### src/rtl/sos_pkg.sv
package sos_pkg;

  typedef enum logic [1:0] {
    TRK_IDLE   = 2'd0,
    TRK_ARMED  = 2'd1,
    TRK_FLIGHT = 2'd2
  } trk_state_e;

  // 16-bit maximal-length shift register, feedback from bits 15,13,12,10
  function automatic logic [15:0] lfsr_step(input logic [15:0] s);
    logic fb;
    fb = s[15] ^ s[13] ^ s[12] ^ s[10];
    return {s[14:0], fb};
  endfunction

endpackage

### src/rtl/sos_interval.sv
module sos_interval #(
  parameter int          CNT_W = 12,
  parameter int          JW_W  = 4,
  parameter logic [15:0] SEED  = 16'hACE1
) (
  input  logic             clk,
  input  logic             rst,
  input  logic             enable,
  input  logic             dec_valid,
  input  logic [CNT_W-1:0] cfg_interval,
  input  logic [JW_W-1:0]  cfg_jitter_w,
  output logic             expire_o
);
  localparam int CW1 = CNT_W + 1;

  logic [CNT_W:0] cnt_q;
  logic [15:0]    lfsr_q;
  logic [CNT_W:0] reload_w;

  function automatic logic [CNT_W:0] reload_value(
    input logic [CNT_W-1:0] iv,
    input logic [15:0]      l,
    input logic [JW_W-1:0]  jw
  );
    int unsigned    jwc;
    logic [CNT_W:0] mask;
    logic [CNT_W:0] r;
    jwc  = (int'(jw) > CNT_W) ? CNT_W : int'(jw);
    mask = (CW1'(1) << jwc) - CW1'(1);
    r    = {1'b0, iv} + (CW1'(l) & mask);
    if (r == '0) r = CW1'(1);
    return r;
  endfunction

  assign reload_w = reload_value(cfg_interval, lfsr_q, cfg_jitter_w);
  assign expire_o = enable && dec_valid && (cnt_q <= CW1'(1));

  always_ff @(posedge clk) begin
    if (rst) begin
      cnt_q  <= {1'b0, cfg_interval};
      lfsr_q <= SEED;
    end else if (enable && dec_valid) begin
      if (expire_o) begin
        cnt_q  <= reload_w;
        lfsr_q <= sos_pkg::lfsr_step(lfsr_q);
      end else begin
        cnt_q <= cnt_q - CW1'(1);
      end
    end
  end

endmodule

### src/rtl/sos_lat_counter.sv
module sos_lat_counter #(
  parameter int LAT_W = 8
) (
  input  logic             clk,
  input  logic             rst,
  input  logic             load_i,
  input  logic             load_done_i,
  input  logic             active_i,
  input  logic             stop_i,
  output logic [LAT_W-1:0] val_o
);
  localparam logic [LAT_W-1:0] MAXV = '1;

  logic done_q;

  function automatic logic [LAT_W-1:0] sat_inc(input logic [LAT_W-1:0] v);
    return (v == MAXV) ? MAXV : v + LAT_W'(1);
  endfunction

  always_ff @(posedge clk) begin
    if (rst) begin
      val_o  <= '0;
      done_q <= 1'b0;
    end else if (load_i) begin
      val_o  <= '0;
      done_q <= load_done_i;
    end else if (active_i && !done_q) begin
      val_o <= sat_inc(val_o);
      if (stop_i) done_q <= 1'b1;
    end
  end

endmodule

### src/rtl/sos_tracker.sv
module sos_tracker #(
  parameter int LAT_W = 8
) (
  input  logic             clk,
  input  logic             rst,
  input  logic             enable,
  input  logic             expire_i,
  input  logic             cfg_filter_en,
  input  logic [LAT_W-1:0] cfg_min_latency,
  input  logic             op_dispatch,
  input  logic             op_issue,
  input  logic             op_complete,
  input  logic             op_retire,
  output logic             busy_o,
  output logic             sel_evt_o,
  output logic             coll_evt_o,
  output logic [LAT_W-1:0] d2i_o,
  output logic [LAT_W-1:0] d2c_o,
  output logic             sel_pulse,
  output logic             collision_pulse,
  output logic             sample_valid,
  output logic             sample_drop,
  output logic [LAT_W-1:0] sample_d2i,
  output logic [LAT_W-1:0] sample_d2c
);
  import sos_pkg::*;

  localparam int NLAT = 2;

  trk_state_e       state_q;
  logic             retire_evt;
  logic             disp_evt;
  logic             active;
  logic             keep;
  logic [NLAT-1:0]  stop_vec;
  logic [LAT_W-1:0] lat_val [NLAT];

  function automatic logic filter_keep(
    input logic             fen,
    input logic [LAT_W-1:0] lat,
    input logic [LAT_W-1:0] min_lat
  );
    return !fen || (lat >= min_lat);
  endfunction

  assign busy_o     = (state_q != TRK_IDLE);
  assign sel_evt_o  = expire_i && !busy_o;
  assign coll_evt_o = expire_i && busy_o;
  assign retire_evt = enable && busy_o && op_retire;
  assign disp_evt   = enable && (state_q == TRK_ARMED) && op_dispatch && !op_retire;
  assign active     = enable && (state_q == TRK_FLIGHT) && !op_retire;
  assign stop_vec   = {op_complete, op_issue};
  assign d2i_o      = lat_val[0];
  assign d2c_o      = lat_val[1];
  assign keep       = filter_keep(cfg_filter_en, d2c_o, cfg_min_latency);

  for (genvar k = 0; k < NLAT; k++) begin : g_lat
    sos_lat_counter #(.LAT_W(LAT_W)) u_cnt (
      .clk         (clk),
      .rst         (rst),
      .load_i      (sel_evt_o || disp_evt),
      .load_done_i (disp_evt && stop_vec[k]),
      .active_i    (active),
      .stop_i      (stop_vec[k]),
      .val_o       (lat_val[k])
    );
  end

  always_ff @(posedge clk) begin
    if (rst) begin
      state_q <= TRK_IDLE;
    end else if (!enable || retire_evt) begin
      state_q <= TRK_IDLE;
    end else if (sel_evt_o) begin
      state_q <= TRK_ARMED;
    end else if (disp_evt) begin
      state_q <= TRK_FLIGHT;
    end
  end

  always_ff @(posedge clk) begin
    if (rst) begin
      sel_pulse       <= 1'b0;
      collision_pulse <= 1'b0;
      sample_valid    <= 1'b0;
      sample_drop     <= 1'b0;
      sample_d2i      <= '0;
      sample_d2c      <= '0;
    end else begin
      sel_pulse       <= sel_evt_o;
      collision_pulse <= coll_evt_o;
      sample_valid    <= retire_evt && keep;
      sample_drop     <= retire_evt && !keep;
      if (retire_evt) begin
        sample_d2i <= d2i_o;
        sample_d2c <= d2c_o;
      end
    end
  end

endmodule

### src/rtl/sos_sampler.sv
module sos_sampler #(
  parameter int          CNT_W = 12,
  parameter int          LAT_W = 8,
  parameter logic [15:0] SEED  = 16'hACE1,
  localparam int         JW_W  = $clog2(CNT_W + 1)
) (
  input  logic             clk,
  input  logic             rst,
  input  logic             enable,
  input  logic [CNT_W-1:0] cfg_interval,
  input  logic [JW_W-1:0]  cfg_jitter_w,
  input  logic             cfg_filter_en,
  input  logic [LAT_W-1:0] cfg_min_latency,
  input  logic             dec_valid,
  input  logic             op_dispatch,
  input  logic             op_issue,
  input  logic             op_complete,
  input  logic             op_retire,
  output logic             sel_pulse,
  output logic             collision_pulse,
  output logic             busy,
  output logic             sample_valid,
  output logic             sample_drop,
  output logic [LAT_W-1:0] sample_d2i,
  output logic [LAT_W-1:0] sample_d2c
);
  // named internal events, observed by the bound checker
  logic             expire_w;
  logic             sel_evt_w;
  logic             coll_evt_w;
  logic [LAT_W-1:0] d2i_w;
  logic [LAT_W-1:0] d2c_w;

  sos_interval #(.CNT_W(CNT_W), .JW_W(JW_W), .SEED(SEED)) u_interval (
    .clk          (clk),
    .rst          (rst),
    .enable       (enable),
    .dec_valid    (dec_valid),
    .cfg_interval (cfg_interval),
    .cfg_jitter_w (cfg_jitter_w),
    .expire_o     (expire_w)
  );

  sos_tracker #(.LAT_W(LAT_W)) u_tracker (
    .clk             (clk),
    .rst             (rst),
    .enable          (enable),
    .expire_i        (expire_w),
    .cfg_filter_en   (cfg_filter_en),
    .cfg_min_latency (cfg_min_latency),
    .op_dispatch     (op_dispatch),
    .op_issue        (op_issue),
    .op_complete     (op_complete),
    .op_retire       (op_retire),
    .busy_o          (busy),
    .sel_evt_o       (sel_evt_w),
    .coll_evt_o      (coll_evt_w),
    .d2i_o           (d2i_w),
    .d2c_o           (d2c_w),
    .sel_pulse       (sel_pulse),
    .collision_pulse (collision_pulse),
    .sample_valid    (sample_valid),
    .sample_drop     (sample_drop),
    .sample_d2i      (sample_d2i),
    .sample_d2c      (sample_d2c)
  );

endmodule

### config.mk
export PLATFORM = sky130hd
export DESIGN_NAME = sos_sampler
export DESIGN_NICKNAME = d
export VERILOG_FILES = /design/src/rtl/sos_pkg.sv /design/src/rtl/sos_interval.sv /design/src/rtl/sos_lat_counter.sv /design/src/rtl/sos_tracker.sv /design/src/rtl/sos_sampler.sv
export SDC_FILE = /design/constraint.sdc
export NUM_CORES = 1
export LEC_CHECK = 0
export ABC_AREA = 0
export CORE_MARGIN = 2
export CORE_UTILIZATION = 35
export DETAILED_ROUTE_END_ITERATION = 10
export PLACE_DENSITY = 0.6
export SETUP_SLACK_MARGIN = 0.3
export SYNTH_ARGS = -nofsm -noshare
export SYNTH_HDL_FRONTEND = slang
export SYNTH_SLANG_ARGS = --single-unit
### constraint.sdc
create_clock -name clk -period 5.2 [get_ports clk]
set_clock_uncertainty 0.15 [all_clocks]
set_input_delay 1.3 -clock clk [delete_from_list [all_inputs] [get_ports clk]]
set_output_delay 1.3 -clock clk [all_outputs]
set_load 0.02 [all_outputs]
==> flow_summary_export.csv <==
group,metric,value,unit
die,initial_core_util,35.6,%
final_layout,n_antenna_cell,0,
cts,clkLatencyLatePin,0.33,ns
yosys,yosysTopAreaCell,"dfxtp_1",
die,ioPinCount,54,
yosys,synth-edff-count,12,
die,coreArea,11300,sq um
timing,whs,0.305,ns
global_route,grt_pass1_vias,3499,
yosys,synth_area_leaders,"dfxtp_1 28%, nand2_1 9.8%, edfxtp_1 8.9%",
yosys,syn_area_per_cell,7.89,sq um
final_layout,final_net_count,629,
cts,cts_sinks,69,
timing,hold_viol_final,0,
global_route,grt_max_degree,44,
place,place.gp.congestion,0.920,
final_layout,final_cells,718,
setup_path,path_cells,"dlymetal6s2s_1, nor2_4, nand2_1, ha_2, nand2b_1, inv_1, ha_1, a211oi_2, nor2_1, xnor2_1, or4b_1, a2111o_1, or4b_1, a21oi_1",
final_layout,area_growth,27.1,%
global_route,gr-total-overflow,0,
place,dpl.hpwl,7430,um
timing,worst_slew_pin_slew,0.789,ns
route,dr_wl_met2,4770,um
route,antenna_left,0,
power,ir_drop,0.000264,V
yosys,synth_ff_type,"dfxtp_1",
setup_path,max_stage_delay,0.49,ns
setup_path,start_kind,"input port",
cts,clkSlewWorstSetupHoldPaths,0.05,ns
timing,timing.fmax,220,MHz
final_layout,fillers,1122,
cts,cts_tree,"done",
route,num_vias,3655,
final_layout,drive_gt1_share,7.30,%
yosys,synthDistinctLibCells,50,
setup_path,arrival,4.59,ns
timing,drv_slew,0,
hold_path,min_path_type,"reg2reg",
timing,grt_setup_unrepaired,"false",
power,p_leak,2.01,nW
route,drcViolationCount,0,
timing,relSlewSlack,47.0,%
yosys,synth-seq-area-share,37.2,%
yosys,syn_area,4030,sq um
setup_path,cp_common_cell,"or4b_1",
yosys,synth_nets,570,
run,cap_violations,0,
run_status,outcome,"finished clean",
yosys,synth-seq-cells,69,
die,die_height,111,um
setup_path,path_class,"in2reg",
place,port_buffers,53,
route,drtPass1Iterations,4,
die,rows,39,
route,drt-met1-wl,4720,um
die,die-area,12400,sq um
route,drt_iter0_drc,169,
timing,min_period,4.55,ns
setup_path,startpoint,"cfg_jitter_w[2]",
route,routed_wl,10100,um
cts,h-tree-depth,3,
yosys,synth_top_area_share,28.3,%
yosys,yosysWarnings,0,
hold_path,min_from,"u_tracker.sample_d2i[0]",
cts,root_buffer,"clkbuf_16",
cts,cts_inserted_buffers,9,
setup_path,crit_path_end_kind,"flip-flop",
place,dp_cells,701,
die,die_width,111,um
setup_path,cp_top_family,"simple AND/OR/NAND/NOR gates",
global_route,grt_pass1_wl,17100,um
yosys,syn_inst,511,
setup_path,worstReg2RegStart,"u_interval.lfsr_q[0]",
setup_path,critPathBufInv,2,
global_route,track_usage,16.8,%
route,avgViaCountPerCell,5.09,
route,highest_layer,"met4",
cts,clock_path_buffers,2,
setup_path,required,5.23,ns
global_route,antenna_found_initial,0,
route,dr_wl_met3,522,um
setup_path,critPathMaxFanout,4,
setup_path,slowest_stage,"or4b_1",
route,wl_per_cell,14.1,um
yosys,async_flop_share,0,%
timing,setup_viol,0,
power,powerDensity,266,nW/um^2
setup_path,r2r_slack,1.77,ns
timing,final.period_utilization,87.6,%
## per-layer routing
| metal | vias to the layer above | GRT usage [%] |
|---|---|---|
| met4 | 0 | 4.61 |
| met3 | 10 | 4.08 |
| li1 | 1889 | - |
| met1 | 1674 | 22.0 |
| met2 | 82 | 27.8 |
| met5 | - | 0 |
## synth_stat cells (5+ instances only)
master	number
a21o_1	5
a21oi_1	49
and2_1	8
and3_1	5
clkbuf_1	21
dfxtp_1	57
edfxtp_1	12
ha_1	25
inv_1	20
nand2_1	105
nand2b_1	7
nand3_1	15
nand3b_1	12
nand4_1	5
nor2_1	35
nor2b_1	5
nor3_1	18
o21ai_0	30
xnor2_1	16
xor2_1	13
## worst register-to-register path, stage by stage, from the launching register on
cell and delay [ns]:
dfxtp_1 0.35, and2_1 0.16, ha_1 0.19, inv_1 0.08, fa_2 0.35, buf_4 0.15
xor2_2 0.19, nand3b_1 0.10, or4b_1 0.51, a2111o_1 0.40, or4b_1 0.49, a21oi_1 0.16
## through the flow
step	utilization (%)	power (mW)	area [sq um]	setup WS, ns	TNS [ns]
after floorplan	-	0.676	4030	0.363	0
after global placement	42.2	0.739	4770	0.00547	0
after detailed placement	42.2	0.741	4770	-0.116	-0.116
after CTS	45.0	1.37	5100	0.309	0
after global routing	45.3	1.42	5120	0.456	0
final	45.3	1.36	5120	0.646	0
## path summary, 6_finish.rpt
path                                           endpoint  cells past startpoint
worst min register to register  u_tracker.sample_d2i[0]                      2
worst min-delay path            u_tracker.sample_d2i[0]                      2
worst max register to register      u_interval.cnt_q[0]                     11
worst max-delay path                u_interval.cnt_q[0]                     14
## cell usage in the layout (no fill, tap or decap), drive strengths merged, types with 2 or more instances in the layout
cell type      Yosys  final
a211oi             4      4
a21o               5      5
a21oi             49     49
a31oi              2      2
and2               8      8
and3               5      5
buf                1     18
clkbuf            21     13
clkdlybuf4s50      0     48
clkinv             0      2
dfxtp             57     57
dlymetal6s2s       0      4
edfxtp            12     12
ha                25     25
inv               20     20
mux2               2      2
mux2i              2      2
nand2            105    105
nand2b             7      7
nand3             15     15
nand3b            12     12
nand4              5      5
nor2              35     35
nor2b              5      5
nor3              18     18
nor4               3      3
o211ai             4      4
o21a               4      4
o21ai             30     30
o21bai             2      2
o22a               2      2
or2                3      3
or4                2      2
or4b               2      2
xnor2             16     16
xor2              13     13
## area by class of cell
cell class / count / area [sq um] / share of cell area [%]
multi-input combinational: 400 / 2400 / 46.8
clock buffer: 13 / 262 / 5.10
inverter: 20 / 75.1 / 1.47
timing repair buffer: 70 / 663 / 12.9
tap: 143 / 179 / 3.49
sequential: 69 / 1500 / 29.3
clock inverter: 3 / 43.8 / 0.855
## kinds of logic (layout without fill, tap and decap cells)
kind of cell | after synthesis | count (layout) | share of synthesized area [%]
and+or+nand+nor | 229 | 229 | 26.9
AOI/OAI and AO/OA | 112 | 112 | 16.4
DFF | 69 | 69 | 37.2
buffers and inverters | 42 | 106 | 3.94
xor gates and xnor gates | 29 | 29 | 6.30
adders and majority gates | 26 | 26 | 8.25
muxes | 4 | 4 | 1.05
## sequential cells by signal, summed over array words and instances, names as in the netlist
signal / flops
u_interval.cnt_q: 13
u_interval.lfsr_q: 16
u_tracker.collision_pulse: 1
u_tracker.g_lat.u_cnt.done_q: 2
u_tracker.g_lat.u_cnt.val_o: 16
u_tracker.sample_d2c: 8
u_tracker.sample_d2i: 8
u_tracker.sample_drop: 1
u_tracker.sample_valid: 1
u_tracker.sel_pulse: 1
u_tracker.state_q: 2
## timing repair
item                                    4_1_cts  5_1_grt
resized for setup                             5        6
endpoints found under the setup margin        1        1
setup buffers                                 0        1
hold buffers                                  0        0
hold endpoints to repair                      0        0
pin swaps                                     1        2
## where the power goes
part	switching, mW	internal, mW	total [mW]
Combinational	0.0866	0.0789	0.165
Clock	0.229	0.401	0.630
Sequential	0.00968	0.557	0.567
Total	0.325	1.04	1.36
Power figures use the tool's default switching activity.
